<file path="src/rtl/tmr_trig_pkg.sv">
// Shared encodings for the master trigger timer slice.
// Assumes the master mode field is always 3 bits wide.
package tmr_trig_pkg;

    typedef enum logic [2:0] {
        MM_UG   = 3'd0,
        MM_EN   = 3'd1,
        MM_UPD  = 3'd2,
        MM_CMPP = 3'd3,
        MM_REF1 = 3'd4,
        MM_REF2 = 3'd5,
        MM_REF3 = 3'd6,
        MM_REF4 = 3'd7
    } mm_e;

    typedef enum logic [1:0] {
        SLV_OFF   = 2'd0,
        SLV_GATE  = 2'd1,
        SLV_RESET = 2'd2,
        SLV_RSVD  = 2'd3
    } slv_e;

    localparam int unsigned ADR_CTRL = 0;
    localparam int unsigned ADR_MCFG = 1;
    localparam int unsigned ADR_SCFG = 2;
    localparam int unsigned ADR_EVG  = 3;
    localparam int unsigned ADR_ARR  = 4;
    localparam int unsigned ADR_CCR0 = 8;

    typedef struct packed {
        logic sw_en;
        mm_e  mode;
        logic dma_upd;
        slv_e slv_mode;
        logic trig_ext;
        logic ext_inv;
    } cfg_t;

endpackage

</file>
<file path="src/rtl/tmr_cfg_regs.sv">
// Configuration register file. It decodes the write port into control
// fields, the reload and compare values, and two write-only strobes.
// Assumes ADR_CCR0 + N_CH fits in ADDR_W bits; there is no read path.
module tmr_cfg_regs
    import tmr_trig_pkg::*;
#(
    parameter int unsigned CNT_W  = 16,
    parameter int unsigned N_CH   = 4,
    parameter int unsigned ADDR_W = 4
) (
    input  logic                    clk,
    input  logic                    rst_n,
    input  logic                    cfg_we,
    input  logic [ADDR_W-1:0]       cfg_addr,
    input  logic [CNT_W-1:0]        cfg_wdata,
    output cfg_t                    cfg,
    output logic [CNT_W-1:0]        arr,
    output logic [N_CH*CNT_W-1:0]   ccr,
    output logic                    ug,
    output logic                    flag_clr
);

    localparam logic [ADDR_W-1:0] A_CTRL = ADDR_W'(ADR_CTRL);
    localparam logic [ADDR_W-1:0] A_MCFG = ADDR_W'(ADR_MCFG);
    localparam logic [ADDR_W-1:0] A_SCFG = ADDR_W'(ADR_SCFG);
    localparam logic [ADDR_W-1:0] A_EVG  = ADDR_W'(ADR_EVG);
    localparam logic [ADDR_W-1:0] A_ARR  = ADDR_W'(ADR_ARR);

    logic evg_wr;

    // Event register strobes are valid only in the write cycle.
    always_comb begin
        evg_wr   = cfg_we && (cfg_addr == A_EVG);
        ug       = evg_wr && cfg_wdata[0];
        flag_clr = evg_wr && cfg_wdata[1];
    end

    // Control fields and reload value.
    always_ff @(posedge clk) begin
        if (!rst_n) begin
            cfg <= '0;
            arr <= '0;
        end else if (cfg_we) begin
            if (cfg_addr == A_CTRL) begin
                cfg.sw_en <= cfg_wdata[0];
            end
            if (cfg_addr == A_MCFG) begin
                cfg.mode    <= mm_e'(cfg_wdata[2:0]);
                cfg.dma_upd <= cfg_wdata[3];
            end
            if (cfg_addr == A_SCFG) begin
                cfg.slv_mode <= slv_e'(cfg_wdata[1:0]);
                cfg.trig_ext <= cfg_wdata[2];
                cfg.ext_inv  <= cfg_wdata[3];
            end
            if (cfg_addr == A_ARR) begin
                arr <= cfg_wdata;
            end
        end
    end

    // One compare value register per channel.
    for (genvar gi = 0; gi < N_CH; gi++) begin : g_ccr
        localparam logic [ADDR_W-1:0] A_CCR = ADDR_W'(ADR_CCR0 + gi);
        // Load this channel's compare value on a matching write.
        always_ff @(posedge clk) begin
            if (!rst_n) begin
                ccr[gi*CNT_W +: CNT_W] <= '0;
            end else if (cfg_we && (cfg_addr == A_CCR)) begin
                ccr[gi*CNT_W +: CNT_W] <= cfg_wdata;
            end
        end
    end

endmodule

</file>
<file path="src/rtl/tmr_count_core.sv">
// Up-counter with reload, trigger polarity stage and slave handling.
// Gated mode enables the counter from the trigger registered once.
// Reset mode clears the counter on a trigger rising edge, and a delayed
// copy of that edge is kept for the master output.
module tmr_count_core
    import tmr_trig_pkg::*;
#(
    parameter int unsigned CNT_W = 16
) (
    input  logic             clk,
    input  logic             rst_n,
    input  logic             sw_en,
    input  slv_e             slv_mode,
    input  logic             trig_ext,
    input  logic             ext_inv,
    input  logic             ug,
    input  logic [CNT_W-1:0] arr,
    input  logic             slv_trig_in,
    input  logic             ext_trig_in,
    output logic [CNT_W-1:0] cnt,
    output logic             cnt_en,
    output logic             uev,
    output logic             rs_evt,
    output logic             rs_evt_q
);

    logic ext_act;
    logic trig;
    logic trig_q;
    logic wrap;
    logic clr;

    // Polarity stage, trigger source choice and enable / event decode.
    always_comb begin
        ext_act = ext_trig_in ^ ext_inv;
        trig    = trig_ext ? ext_act : slv_trig_in;
        rs_evt  = (slv_mode == SLV_RESET) && trig && !trig_q;
        cnt_en  = sw_en || ((slv_mode == SLV_GATE) && trig_q);
        wrap    = cnt_en && (cnt == arr);
        clr     = ug || rs_evt;
        uev     = clr || wrap;
    end

    // Trigger history for edge detection, gating and delayed reset.
    always_ff @(posedge clk) begin
        if (!rst_n) begin
            trig_q   <= 1'b0;
            rs_evt_q <= 1'b0;
        end else begin
            trig_q   <= trig;
            rs_evt_q <= rs_evt;
        end
    end

    // Counter: clear, wrap or step.
    always_ff @(posedge clk) begin
        if (!rst_n) begin
            cnt <= '0;
        end else if (clr || wrap) begin
            cnt <= '0;
        end else if (cnt_en) begin
            cnt <= cnt + 1'b1;
        end
    end

    AST_WRAP_ZERO: assert property (@(posedge clk) disable iff (!rst_n)
        (cnt_en && (cnt == arr)) |=> (cnt == '0));

    AST_UG_CLEARS: assert property (@(posedge clk) disable iff (!rst_n)
        ug |=> (cnt == '0));

    AST_GATE_FOLLOWS: assert property (@(posedge clk) disable iff (!rst_n)
        ((slv_mode == SLV_GATE) && trig) |=> ((slv_mode != SLV_GATE) || cnt_en));

endmodule

</file>
<file path="src/rtl/tmr_cmp_bank.sv">
// Compare channels: reference levels, match events, the channel-1 flag
// and the DMA request routing. A match only counts while the counter
// is enabled.
module tmr_cmp_bank #(
    parameter int unsigned CNT_W = 16,
    parameter int unsigned N_CH  = 4
) (
    input  logic                  clk,
    input  logic                  rst_n,
    input  logic [CNT_W-1:0]      cnt,
    input  logic                  cnt_en,
    input  logic [N_CH*CNT_W-1:0] ccr,
    input  logic                  uev,
    input  logic                  dma_upd,
    input  logic                  flag_clr,
    output logic [N_CH-1:0]       refs,
    output logic [N_CH-1:0]       cc_evt,
    output logic [N_CH-1:0]       dma_req,
    output logic                  cc1_flag
);

    for (genvar gi = 0; gi < N_CH; gi++) begin : g_ch
        // Level and match decode for one channel.
        always_comb begin
            refs[gi]    = cnt < ccr[gi*CNT_W +: CNT_W];
            cc_evt[gi]  = cnt_en && (cnt == ccr[gi*CNT_W +: CNT_W]);
            dma_req[gi] = dma_upd ? uev : cc_evt[gi];
        end
    end

    // Channel-1 flag; a new match wins over a clear.
    always_ff @(posedge clk) begin
        if (!rst_n) begin
            cc1_flag <= 1'b0;
        end else if (cc_evt[0]) begin
            cc1_flag <= 1'b1;
        end else if (flag_clr) begin
            cc1_flag <= 1'b0;
        end
    end

    AST_FLAG_SET: assert property (@(posedge clk) disable iff (!rst_n)
        cc_evt[0] |=> cc1_flag);

    AST_DMA_ON_UPD: assert property (@(posedge clk) disable iff (!rst_n)
        (dma_upd && (dma_req != '0)) |-> uev);

endmodule

</file>
<file path="src/rtl/tmr_trgo_mux.sv">
// Master output selector: picks one of eight sources by master mode.
// Assumes at most four reference levels are offered.
module tmr_trgo_mux
    import tmr_trig_pkg::*;
(
    input  mm_e        mode,
    input  logic       ug,
    input  logic       rs_evt_q,
    input  logic       cnt_en,
    input  logic       uev,
    input  logic       cc1_evt,
    input  logic [3:0] ref4,
    output logic       trgo
);

    // Source selection.
    always_comb begin
        unique case (mode)
            MM_UG:   trgo = ug || rs_evt_q;
            MM_EN:   trgo = cnt_en;
            MM_UPD:  trgo = uev;
            MM_CMPP: trgo = cc1_evt;
            MM_REF1: trgo = ref4[0];
            MM_REF2: trgo = ref4[1];
            MM_REF3: trgo = ref4[2];
            MM_REF4: trgo = ref4[3];
            default: trgo = 1'b0;
        endcase
    end

endmodule

</file>
<file path="src/rtl/tmr_trig_master.sv">
// Top of the master trigger timer slice: register file, counter core,
// compare bank and output selector. Assumes a single clock domain and
// trigger inputs already synchronised to it.
module tmr_trig_master
    import tmr_trig_pkg::*;
#(
    parameter int unsigned CNT_W  = 16,
    parameter int unsigned N_CH   = 4,
    parameter int unsigned ADDR_W = 4
) (
    input  logic              clk,
    input  logic              rst_n,
    input  logic              cfg_we,
    input  logic [ADDR_W-1:0] cfg_addr,
    input  logic [CNT_W-1:0]  cfg_wdata,
    input  logic              slv_trig_in,
    input  logic              ext_trig_in,
    output logic              trgo,
    output logic [N_CH-1:0]   dma_req,
    output logic              cc1_flag
);

    cfg_t                  cfg;
    logic [CNT_W-1:0]      arr;
    logic [N_CH*CNT_W-1:0] ccr;
    logic                  ug;
    logic                  flag_clr;
    logic [CNT_W-1:0]      cnt;
    logic                  cnt_en;
    logic                  uev;
    logic                  rs_evt;
    logic                  rs_evt_q;
    logic [N_CH-1:0]       refs;
    logic [N_CH-1:0]       cc_evt;
    logic [3:0]            ref4;

    tmr_cfg_regs #(.CNT_W(CNT_W), .N_CH(N_CH), .ADDR_W(ADDR_W)) u_regs (
        .clk(clk), .rst_n(rst_n), .cfg_we(cfg_we), .cfg_addr(cfg_addr),
        .cfg_wdata(cfg_wdata), .cfg(cfg), .arr(arr), .ccr(ccr),
        .ug(ug), .flag_clr(flag_clr)
    );

    tmr_count_core #(.CNT_W(CNT_W)) u_core (
        .clk(clk), .rst_n(rst_n), .sw_en(cfg.sw_en), .slv_mode(cfg.slv_mode),
        .trig_ext(cfg.trig_ext), .ext_inv(cfg.ext_inv), .ug(ug), .arr(arr),
        .slv_trig_in(slv_trig_in), .ext_trig_in(ext_trig_in), .cnt(cnt),
        .cnt_en(cnt_en), .uev(uev), .rs_evt(rs_evt), .rs_evt_q(rs_evt_q)
    );

    tmr_cmp_bank #(.CNT_W(CNT_W), .N_CH(N_CH)) u_cmp (
        .clk(clk), .rst_n(rst_n), .cnt(cnt), .cnt_en(cnt_en), .ccr(ccr),
        .uev(uev), .dma_upd(cfg.dma_upd), .flag_clr(flag_clr), .refs(refs),
        .cc_evt(cc_evt), .dma_req(dma_req), .cc1_flag(cc1_flag)
    );

    // Pad or trim the reference levels to the four selectable slots.
    for (genvar gk = 0; gk < 4; gk++) begin : g_ref4
        if (gk < N_CH) begin : g_have
            assign ref4[gk] = refs[gk];
        end else begin : g_none
            assign ref4[gk] = 1'b0;
        end
    end

    tmr_trgo_mux u_mux (
        .mode(cfg.mode), .ug(ug), .rs_evt_q(rs_evt_q), .cnt_en(cnt_en),
        .uev(uev), .cc1_evt(cc_evt[0]), .ref4(ref4), .trgo(trgo)
    );

    AST_RST_DELAY: assert property (@(posedge clk) disable iff (!rst_n)
        ((cfg.mode == MM_UG) && rs_evt) |=> ((cfg.mode != MM_UG) || trgo));

    AST_PULSE_REPEAT: assert property (@(posedge clk) disable iff (!rst_n)
        ((cfg.mode == MM_CMPP) && cc1_flag && cc_evt[0]) |-> trgo);

    AST_TRGO_QUIET_RESET: assert property (@(posedge clk)
        $rose(rst_n) |-> (!trgo && (dma_req == '0) && !cc1_flag));

endmodule

</file>
<file path="config.mk">
export PLATFORM = sky130hd
export DESIGN_NAME = tmr_trig_master
export DESIGN_NICKNAME = d
export VERILOG_FILES = /design/src/rtl/tmr_trig_pkg.sv /design/src/rtl/tmr_cfg_regs.sv /design/src/rtl/tmr_count_core.sv /design/src/rtl/tmr_cmp_bank.sv /design/src/rtl/tmr_trgo_mux.sv /design/src/rtl/tmr_trig_master.sv
export SDC_FILE = /design/constraint.sdc
export NUM_CORES = 1
export LEC_CHECK = 0
export BUFFER_PORTS_ARGS = -buffer_cell sky130_fd_sc_hd__buf_2
export CAP_MARGIN = 20
export CORE_MARGIN = 5
export CORE_UTILIZATION = 35
export CTS_CLUSTER_SIZE = 20
export DETAILED_ROUTE_END_ITERATION = 6
export PLACE_DENSITY = 0.52
export SLEW_MARGIN = 10
export SYNTH_ARGS = -nofsm -noshare
export SYNTH_HDL_FRONTEND = slang
export SYNTH_SLANG_ARGS = --single-unit
export TNS_END_PERCENT = 5
</file>
<file path="constraint.sdc">
create_clock -name clk -period 3.15 [get_ports clk]
set_input_delay 0.4725 -clock clk [delete_from_list [all_inputs] [get_ports clk]]
set_output_delay 0.4725 -clock clk [all_outputs]
set_load 0.02 [all_outputs]
</file>
Yosys cells after proc, flatten, opt, wreduce, memory -nomap -nowiden. Index checks and enable logic that the tools add are counted. Widths: inputs -> output; s select.

Input port bits: 25. Output and inout port bits: 6. Bits in registers: 108.

$add $sub $neg: 1. Bitwise operators: 2. Muxes and demuxes: 8. Reductions and logical operators: 28. Order comparisons: 4. Equality and inequality tests: 22.

Operator list (count): $eq 16x16->1 (5); $lt 16x16->1 (4); $add 16x1->16 const B (1); $eq 4x4->1 const B (4); $logic_and 1x1->1 (15); $eq 3x3->1 const B (4); $eq 4x2->1 const B (2); $pmux 1 s8 (1); $reduce_and 2->1 (4); $mux 1 (7); $eq 3x2->1 const B (2); $eq 4x1->1 const B (1); $eq 4x3->1 const B (1); $logic_not 4->1 (1); $logic_or 1x1->1 (4); $eq 3x1->1 const B (1); $logic_not 3->1 (1); $eq 2x1->1 const B (1); $eq 2x2->1 const B (1); $reduce_bool 2->1 (1); $reduce_or 2->1 (1); $logic_not 1->1 (1); $not 1->1 (1); $xor 1x1->1 (1).

Logic depth before layout (Yosys ltp). Gate-level depths: netlist (run 1).

Depth after elaboration: 7. Depth in mapped cells: 8. Depth with buffers taken out: 8.

Modules after synthesis. From an unflattened synthesis (run 1), not the netlist that was laid out.

Cell total of the unflattened synthesis: 678. Area total of the unflattened synthesis: 6173.4 um^2.

Modules (own cells, without submodules): tmr_cfg_regs (times used 1, cells an instance 320, area each 3316.9 um^2); tmr_cmp_bank (times used 1, cells an instance 235, area each 1690.4 um^2); tmr_count_core (times used 1, cells an instance 116, area each 1099.8 um^2); tmr_trgo_mux (times used 1, cells an instance 7, area each 66.3 um^2).

Least setup slack after synthesis (run 1). No wires, ideal clock.

Path kind: register to output. Start: reg u_core.cnt[14]. End: out trgo. Cell stages (with the launch flop): 8. Path buffers: 0. Setup slack: 487 ps. Arrival: 2191 ps. Path through: dfxtp_1 ha_1 a21oi_1 nand2_1 a2111oi_0 or4b_2 o2111ai_1 a221o_1.

Word-level cells in the longest chain between the ends: 4. Elaborated cells between the ends (all ways): 10. Those cells by class: order compare: 4; eq/ne: 2; mux: 1; reduce/logical: 3.

RTL lines: start: declaration (RTL line tmr_count_core.sv:20) `output logic [CNT_W-1:0] cnt,`; start signal: assignment (RTL line tmr_count_core.sv:62) `cnt <= cnt + 1'b1;`; branches (longest 3 deep; another with $lt 16x16->1); $pmux 1 s8 (*) (RTL line tmr_trgo_mux.sv:18) `unique case (mode)`; end: declaration (RTL line tmr_trig_master.sv:18) `output logic trgo,`.

Every way passes the cells marked *.

Worst setup path after layout (run 1).
Start: reg u_regs.ccr[59]. End: out trgo.

Word-level cells in the longest chain between the ends: 2.

RTL lines: start: declaration (RTL line tmr_cfg_regs.sv:18) `output logic [N_CH*CNT_W-1:0] ccr,`; start signal: indexed assignment (RTL line tmr_cfg_regs.sv:70) `ccr[gi*CNT_W +: CNT_W] <= cfg_wdata;`; $lt 16x16->1 (RTL line tmr_cmp_bank.sv:25) `refs[gi] = cnt < ccr[gi*CNT_W +: CNT_W];`; $pmux 1 s8 (RTL line tmr_trgo_mux.sv:18).

Every way passes these cells.

==> impl_results.md, run 1 <==
- Outcome: finished clean
- IR drop worst, VDD: 275 uV
- Placed Instances: 928
- Routed Antenna Nets: 0
- DRT Pass-1 Iters: 4
- CP max-delay cell: or4_4
- Fmax achieved: 0.322 GHz
- Commonest non-fill, non-tap cell in the layout: dfxtp_1
- GRT Util Overall: 17.0%
- CTS Sinks: 108
- Power density cells: 392 nW/um2
- Final Hold Fails: 0
- Slew Limit Headroom: 35.2%
- Fraction of registers with async set/reset: 0%
- Chip width: 139 um
- Fin cells: 948
- DR vias: 4,807
- Share of layout cells above drive strength 1: 12.9%
- Clock root cell: clkbuf_16
- Insertion delay to the later sink of the worst-skew pair: 0.36 ns
- Mux share of post-synthesis cell area: 9.76%
- CTS Buf Count: 9
- Post-Synth Adder-Cell Area: 13.9%
- Yosys reg bits: 108
- Remaining DRCs: 0
- Area Growth Syn to Fin: 14.9%
- Initial Util: 35.5%
- Final Slew Violations: 0
- WP data required: 2.68 ns
- Wire length of the first global-routing pass: 25,700 um
- Post-synth top area cell: dfxtp_1
- Worst hold margin: 0.372 ns
- Number of primary I/O pins: 31
- # fillers: 1,675
- Syn Area/Cell: 8.47 um2
- Vias in the first global route: 4,687
- Syn nets: 780
- Htree depth: 3
- Initial DRC Count: 287
- Period utilisation layout: 98.4%
- Buf/Inv on CP: 2
- Crit path capture type: primary output
- Commonest non-fill, non-tap cells in the layout: dfxtp_1 (94), nand2_1 (85), nor2_1 (82)
- Worst setup path class: reg2out
- CP top delay family: simple AND/OR/NAND/NOR gates
- Synth top area share: 37.0%
- Core area: 16,500 um2
- CP max FO: 3
- CP Launch Type: flop
- Final nets: 813
- Seq/Total Area, Yosys: 37.0%
- Largest family of logic cells by synthesized area: simple AND/OR/NAND/NOR gates
- Post-Synth XOR/XNOR Area: 4.80%
- Dpl hpwl: 12,000 um
- Routed WL per cell: 17.2 um
- # setup viols final: 0
- CTS clk-pin slew, worst paths: 0.07 ns
- Slew @ Worst Pin: 0.972 ns
- Max Cap Viol: 0
- Crit-path max cell delay: 0.58 ns
- # rows: 47
- Ranking of synthesized cells by area: dfxtp_1 (37%), ha_1 (14%), mux2i_1 (9.8%)
- Synth Area in Compound Gates: 9.10%
- Synth cell types: 47
- Antenna cell count: 0
- Largest net degree at the start of global routing: 91
- Synthesized instance count: 690
- EDFF count, synth: 0
- Crit path cell chain: inv_1 -> ha_4 -> nand4_1 -> or4_4 -> a21oi_2 -> nand4b_1 -> o2111ai_2 -> a221o_1 -> buf_6
- Number of buffers added on ports: 30
- Pleak: 2.80 nW
- Die Area: 19,400 um2
- Post-DR vias/cell: 5.07
- Top FF cell, synth: dfxtp_1
- Post-Route Setup TNS: 0 ns
- Post-Route WL: 16,300 um
- Overflow after GRT: 0
- Clock tree from TritonCTS: built
- Synth Warn #: 0
- Die Y: 139 um
- Skew final: 0.00768 ns
- Clock Path Buffers: 2
- Hold bufs inserted after CTS: 0
- Synthesized area: 5840 um2
- Hold Path Class: in2reg
- WP data arrival: 2.63 ns
- Initial antenna violation count: 0
- Final Util: 40.8%
- Final min period: 3.10 ns
- Simple logic cell fraction of the synthesized area: 19.3%
- Placer Congestion: 0.844
==> Yosys cell counts (4+ instances only) <==
library cell,instances
nand2_1,85
xor2_1,20
xnor2_1,12
o21ai_1,6
ha_1,65
dfxtp_1,108
inv_1,62
a21o_1,8
nand3_1,11
nor2b_1,6
a21oi_1,58
nand4_1,20
nor3b_1,6
mux2i_1,57
clkbuf_1,19
buf_2,6
nor3_1,4
nor2_1,82
o21ai_0,4
nor4_1,6
==> per-stage QoR <==
stage | area (um2) | setup slack [ns] | total power [mW]
2_1_floorplan | 5840 | 0.487 | 1.52
3_3_place_gp | 6300 | 0.255 | 1.60
3_5_place_dp | 6300 | 0.214 | 1.60
4_1_cts | 6620 | 0.00217 | 2.66
5_1_grt | 6710 | -0.00550 | 2.74
6_report | 6710 | 0.0492 | 2.63
==> routing by layer <==
| layer | GRT usage, % | vias to the layer above | share of wire (%) |
|---|---|---|---|
| met4 | 6.28 | 0 | 2.5 |
| met5 | 0 | - | 0 |
| met1 | 22.4 | 2290 | 46 |
| li1 | - | 2407 | - |
| met3 | 2.97 | 24 | 3.8 |
| met2 | 28.2 | 86 | 48 |
==> sequential cells by signal, indices dropped and copies added (netlist names) <==
register	cells
u_core.cnt	16
u_core.trig_q	1
u_core.rs_evt_q	1
u_regs.arr	16
u_regs.ccr	64
u_regs.cfg	9
u_cmp.cc1_flag	1
==> kinds of logic after synthesis <==
| family | count (synthesis) |
|---|---|
| simple gates | 243 |
| xor+xnor | 32 |
| fa+ha+maj | 65 |
| flops | 108 |
| mux | 57 |
| compound gates | 93 |
| buf+inv | 92 |
==> path summary, 6_finish.rpt <==
kind | end | slack (ns) | cells past startpoint | from
max | trgo | 0.05 | 9 | u_regs.ccr[59]
min reg2reg | u_regs.ccr[4] | 0.46 | 2 | u_regs.ccr[4]
min | u_core.trig_q | 0.37 | 2 | rst_n
max reg2reg | u_core.cnt[2] | 0.77 | 7 | u_core.cnt[7]
==> power by group <==
| part | switching (mW) | internal (mW) |
|---|---|---|
| registers | 0.0101 | 1.38 |
| logic | 0.120 | 0.0690 |
| clock network | 0.519 | 0.537 |
==> repair_timing <==
item / 4_1_cts / 5_1_grt
gates resized for setup: 19 / 13
pin swaps: 5 / 11
setup buffers: 0 / 4
endpoints found under the setup margin: 1 / 1
==> final cells by class <==
| class | instances | area [um2] | area share, % |
|---|---|---|---|
| clock buffers | 12 | 236 | 3.52 |
| clock inverters | 4 | 26.3 | 0.391 |
| inverters | 63 | 236 | 3.52 |
| multi-input cells | 490 | 3430 | 51.1 |
| flip-flops and latches | 108 | 2180 | 32.5 |
| well taps | 220 | 275 | 4.10 |
| repair buffers | 51 | 327 | 4.87 |
(Power assumes the default switching activity.)
==> inputs of run 2 (changes only) <==
--- a/config.mk
+++ b/config.mk
@@ -12,6 +12,7 @@
 export CTS_CLUSTER_SIZE = 20
 export DETAILED_ROUTE_END_ITERATION = 6
 export PLACE_DENSITY = 0.52
+export REMOVE_ABC_BUFFERS = 1
 export SLEW_MARGIN = 10
 export SYNTH_ARGS = -nofsm -noshare
 export SYNTH_HDL_FRONTEND = slang
==> run 2 against run 1 <==
  * Combinational power is essentially flat
  * Via count shrank 0.58%
  * Die area is the same
  * Critical endpoint unchanged
  * Global-route usage shrank 0.063 points
  * Clock-buffer cell count shrank 2
  * Critical path type unchanged
  * Highest routed layer unchanged
  * Worst setup slack gained 0.00068 ns
  * Final area grew 3.2%
  * Clock power grew 8%
==> impl_results.md, run 2 (synthesis gave the netlist of run 1 again) <==
- Outcome: finished clean
- CP max-delay cell: or4_4
- Initial DRC Count: 263
- Post-DR vias/cell: 5.00
- # setup viols final: 0
- Max Cap Viol: 0
- Routed Antenna Nets: 0
- CP Launch Type: flop
- Final Util: 42.1%
- Wire length of the first global-routing pass: 25,700 um
- Power density cells: 391 nW/um2
- Final min period: 3.10 ns
- Dpl hpwl: 11,600 um
- RSZ-0062 raised after global routing: yes
- Post-Route Setup TNS: 0 ns
- Largest net degree at the start of global routing: 91
- Remaining DRCs: 0
- Initial Util: 35.5%
- Final nets: 821
- Worst setup path class: reg2out
- DRT Pass-1 Iters: 4
- Period utilisation layout: 98.4%
- Most flop-heavy register: u_regs.ccr
- Core area: 16,500 um2
- Final Slew Violations: 0
- CTS Sinks: 108
- Area Growth Syn to Fin: 18.5%
- CP max FO: 6
- Commonest non-fill, non-tap cell in the layout: dfxtp_1
- IR drop worst, VDD: 271 uV
- Max FFs per register: 64
- Fmax achieved: 0.323 GHz
- Flop pwr share: 51.0%
- Die Area: 19,400 um2
- Buf/Inv on CP: 1
- WP data required: 2.68 ns
- Register area: 2210 um2
- Clock Path Buffers: 2
- WP data arrival: 2.63 ns
- Comb pwr share: 7.0%
- Htree depth: 3
- Multi-input gate area: 3520 um2
- Clock tree from TritonCTS: built
- Skew final: 0.0107 ns
- Routed WL per cell: 17.0 um
- Crit-path max cell delay: 0.56 ns
- Internal: 2.06 mW
- Crit path capture type: primary output
- Hold Path Class: in2reg
- GRT Util Overall: 17.0%
- Overflow after GRT: 0
- Clock power frac: 42.0%
- Placer Congestion: 0.874
- Slew @ Worst Pin: 0.963 ns
- Final worst-path setup slack: 0.0498 ns
- # fillers: 1,698
- Final Cell Area: 6920 um2
- Placed cell area: 6270 um2
- Initial antenna violation count: 0
- # rows: 47
- DR vias: 4,779
- Number of primary I/O pins: 31
- Post-Route WL: 16,200 um
- Vias in the first global route: 4,800
- Final Hold Fails: 0
- Number of buffers added on ports: 30
- Largest regs: u_regs.ccr: 64 flops, u_core.cnt: 16 flops, u_regs.arr: 16 flops
- Pre-CTS setup slack: 0.169 ns
- Hold bufs inserted after CTS: 0
- Switching share of power: 24.0%
- CP top delay family: simple AND/OR/NAND/NOR gates
- Die Y: 139 um
- Antenna cell count: 0
- Crit path cell chain: ha_4 -> nand4_1 -> or4_4 -> a21oi_4 -> nand4b_1 -> o2111ai_2 -> a221o_1 -> buf_6
- Commonest non-fill, non-tap cells in the layout: dfxtp_1 (87), nand2_1 (84), nor2_1 (82)
- Slew Limit Headroom: 35.8%
- Pleak: 2.87 nW
- Clock root cell: clkbuf_16
- Sw power: 0.652 mW
- CTS Buf Count: 9
- CTS clk-pin slew, worst paths: 0.07 ns
- Insertion delay to the later sink of the worst-skew pair: 0.36 ns
- Share of layout cells above drive strength 1: 17.0%
- Chip width: 139 um
-- run 2: timing repair --
action / in CTS / in global routing
pin swaps: 8 / 11
gates resized for setup: 38 / 24
setup buffers: 11 / 3
setup endpoints to repair: 1 / 2
-- run 2: layout make-up --
cell class / instances / area share (%)
flip-flops and latches: 108 / 31.9
repair buffers: 59 / 5.64
inverters: 63 / 3.42
multi-input cells: 490 / 50.8
clock buffers: 10 / 3.31
well taps: 220 / 3.98
clock inverters: 6 / 0.940
-- run 2: worst paths after layout --
| kind | startpoint | cells past startpoint | to | slack [ns] |
|---|---|---|---|---|
| worst max-delay path | u_core.cnt[15] | 8 | trgo | 0.05 |
| worst min-delay path | cfg_wdata[15] | 3 | u_regs.ccr[63] | 0.39 |
| worst max register to register | u_core.cnt[15] | 8 | u_core.cnt[11] | 0.75 |
| worst min register to register | u_regs.ccr[1] | 2 | u_regs.ccr[1] | 0.46 |
-- run 2: power by group through the flow --
stage	Sequential, mW	Combinational, mW	Clock (mW)
after floorplan	1.42	0.0933	0
after global placement	1.42	0.173	0
after detailed placement	1.42	0.177	0
after CTS	1.38	0.185	1.18
after global routing	1.38	0.210	1.23
final	1.38	0.189	1.14
-- run 2: worst reg2reg max path, cell delays in order, from the launching register on --
cell	delay, ns
dfxtp_4	0.38
buf_4	0.14
xor2_1	0.17
nor4_1	0.39
nand3_1	0.15
o31ai_1	0.36
or2_1	0.36
buf_4	0.27
nor2_1	0.07
-- run 2: routing by layer --
layer	wire length (um)	global-route usage [%]	up-vias
li1	-	-	2424
met1	7410	21.6	2240
met2	7760	28.4	86
met3	647	3.83	29
met4	412	5.92	0
met5	0	0	-
-- run 2: metrics by stage --
step	hold WS (ns)	std cells	power, mW
3_3_place_gp	0.444	926	1.59
5_1_grt	0.378	956	2.83
2_1_floorplan	0.436	661	1.51
6_report	0.385	956	2.71
3_5_place_dp	0.447	926	1.60
4_1_cts	0.372	953	2.75
==> inputs of run 3 (changes only) <==
--- a/config.mk
+++ b/config.mk
@@ -11,7 +11,7 @@
 export CORE_UTILIZATION = 35
 export CTS_CLUSTER_SIZE = 20
 export DETAILED_ROUTE_END_ITERATION = 6
-export PLACE_DENSITY = 0.52
+export PLACE_DENSITY = 0.57
 export REMOVE_ABC_BUFFERS = 1
 export SLEW_MARGIN = 10
 export SYNTH_ARGS = -nofsm -noshare
==> constraint.sdc (replaced) <==
create_clock -name clk -period 2.76 [get_ports clk]
set_input_delay 0.414 -clock clk [delete_from_list [all_inputs] [get_ports clk]]
set_output_delay 0.414 -clock clk [all_outputs]
set_load 0.02 [all_outputs]
==> run 3 against run 2 <==
  * The flow now finishes with violations (negative setup slack)
  * Register-to-register slack got worse by 0.14 ns
  * Die area unchanged
  * Worst setup slack worse by 0.26 ns
  * Sequential power rose by 15%
  * Combinational power rose by 24%
  * Non-clock buffer count increased by 17
  * Clock power up 4%
  * Power grew 11%
  * Critical endpoint unchanged
  * Largest cell class unchanged
  * Largest power group unchanged
==> impl_results.md, run 3 (synthesis gave the netlist of run 1 again) <==
- Outcome: complete, but fails checks
- Failing checks: negative setup slack
- Routed WL per cell: 16.0 um
- Post-Route WL: 15,600 um
- Wire length of the first global-routing pass: 25,900 um
- CTS Buf Count: 9
- GRT Util Overall: 16.8%
- Crit-path max cell delay: 0.56 ns
- Power density cells: 429 nW/um2
- Die Y: 139 um
- DR vias: 4,766
- Placed cell area: 6470 um2
- Final min period: 2.97 ns
- Die Area: 19,400 um2
- Placer Congestion: 0.810
- # rows: 47
- Initial Util: 35.5%
- Pleak: 2.96 nW
- Share of layout cells above drive strength 1: 17.6%
- Register area: 2180 um2
- Worst R2R Setup Slack: 0.61 ns
- DRT Pass-1 Iters: 4
- Final Slew Violations: 0
- Area Growth Syn to Fin: 20.0%
- Dpl hpwl: 11,300 um
- Core area: 16,500 um2
- Pre-CTS setup slack: -0.0779 ns
- Final nets: 838
- Hold bufs inserted after CTS: 0
- Commonest non-fill, non-tap cells in the layout: dfxtp_1 (96), nand2_1 (83), nor2_1 (81)
- IR drop worst, VDD: 290 uV
- Buf/Inv on CP: 2
- Slew @ Worst Pin: 0.789 ns
- Htree depth: 3
- Insertion delay to the later sink of the worst-skew pair: 0.36 ns
- Slew Limit Headroom: 47.2%
- Chip width: 139 um
- Skew final: 0.00967 ns
- # fillers: 1,716
- CP max FO: 3
- CTS clk-pin slew, worst paths: 0.07 ns
- Initial DRC Count: 224
- CTS Sinks: 108
- CP top delay family: simple AND/OR/NAND/NOR gates
- Crit path cell chain: inv_1 -> ha_4 -> nand4_1 -> or4_4 -> a21oi_2 -> nand4b_1 -> o2111ai_2 -> a221o_1 -> buf_6
- Largest net degree at the start of global routing: 46
- Overflow after GRT: 0
- Fmax achieved: 0.337 GHz
- Clock root cell: clkbuf_16
- Antenna cell count: 0
- Most flop-heavy register: u_regs.ccr
- Vias in the first global route: 4,736
- RSZ-0062 raised after global routing: yes
- Max Cap Viol: 0
- Clock Path Buffers: 2
- Crit path capture type: primary output
- Hold Path Class: in2reg
- Post-DR vias/cell: 4.91
- Final Util: 42.6%
- Number of buffers added on ports: 30
- CP Launch Type: flop
- Largest regs: u_regs.ccr: 64 flops, u_core.cnt: 16 flops, u_regs.arr: 16 flops
- Number of primary I/O pins: 31
- Clock tree from TritonCTS: built
- Final worst-path setup slack: -0.208 ns
- Initial antenna violation count: 0
- Multi-input gate area: 3550 um2
- WP data required: 2.35 ns
- Worst setup path class: reg2out
- Post-Route Setup TNS: -0.351 ns
- Max FFs per register: 64
- Remaining DRCs: 0
- Commonest non-fill, non-tap cell in the layout: dfxtp_1
- Routed Antenna Nets: 0
- WP data arrival: 2.55 ns
- CP max-delay cell: or4_4
- Final Cell Area: 7010 um2
- # setup viols final: 2
- Final Hold Fails: 0
- Period utilisation layout: 108%
[run 3: final timing paths]
check | endpoint | depth (start not counted) | startpoint
hold / removal | u_core.trig_q | 2 | rst_n
setup reg to reg | u_core.cnt[1] | 9 | u_core.cnt[15]
setup / recovery | trgo | 9 | u_regs.ccr[59]
hold reg to reg | u_regs.ccr[9] | 2 | u_regs.ccr[9]
[run 3: worst reg2reg max path, stage by stage, from the launching register on]
cell and delay [ns]:
dfxtp_2 0.36, buf_4 0.15, xor2_1 0.18, nor4_2 0.34, nand3_1 0.19, o31ai_4 0.25, buf_4 0.16, or2_1 0.09
buf_4 0.22, nor2_1 0.10
[run 3: final cells by class]
class	instances	share of cell area, %
Inverter	63	3.37
Clock inverter	2	0.178
Multi-Input combinational cell	490	50.7
Tap cell	220	3.93
Clock buffer	12	3.51
Sequential cell	108	31.1
Timing Repair Buffer	76	7.28
[run 3: power breakdown]
part / internal [mW] / switching [mW] / leakage (nW) / total [mW]
Clock: 0.627 / 0.563 / 0.125 / 1.19
Sequential: 1.57 / 0.0109 / 0.878 / 1.59
Combinational: 0.0906 / 0.144 / 1.95 / 0.235
[run 3: stage by stage]
step / power (mW) / instances / hold slack (ns)
final: 3.01 / 971 / 0.335
after floorplan: 1.73 / 661 / 0.436
after detailed placement: 1.84 / 953 / 0.446
after global placement: 1.83 / 953 / 0.444
after CTS: 3.05 / 971 / 0.323
after global routing: 3.13 / 971 / 0.336
[run 3: repair_timing]
| action | 4_1_cts | 5_1_grt |
|---|---|---|
| setup buffers | 4 | 0 |
| pin swaps | 17 | 12 |
| resized for setup | 49 | 4 |
| setup endpoints to repair | 5 | 5 |
| endpoints found under the hold margin | 0 | 0 |
[run 3: routing by layer]
metal | track usage (%) | vias to the layer above | part of all wire [%]
met3 | 3.52 | 10 | 4.0
met1 | 23.2 | 2226 | 49
met4 | 3.76 | 0 | 1.3
met2 | 27.2 | 74 | 46
li1 | - | 2456 | -
met5 | 0 | - | 0
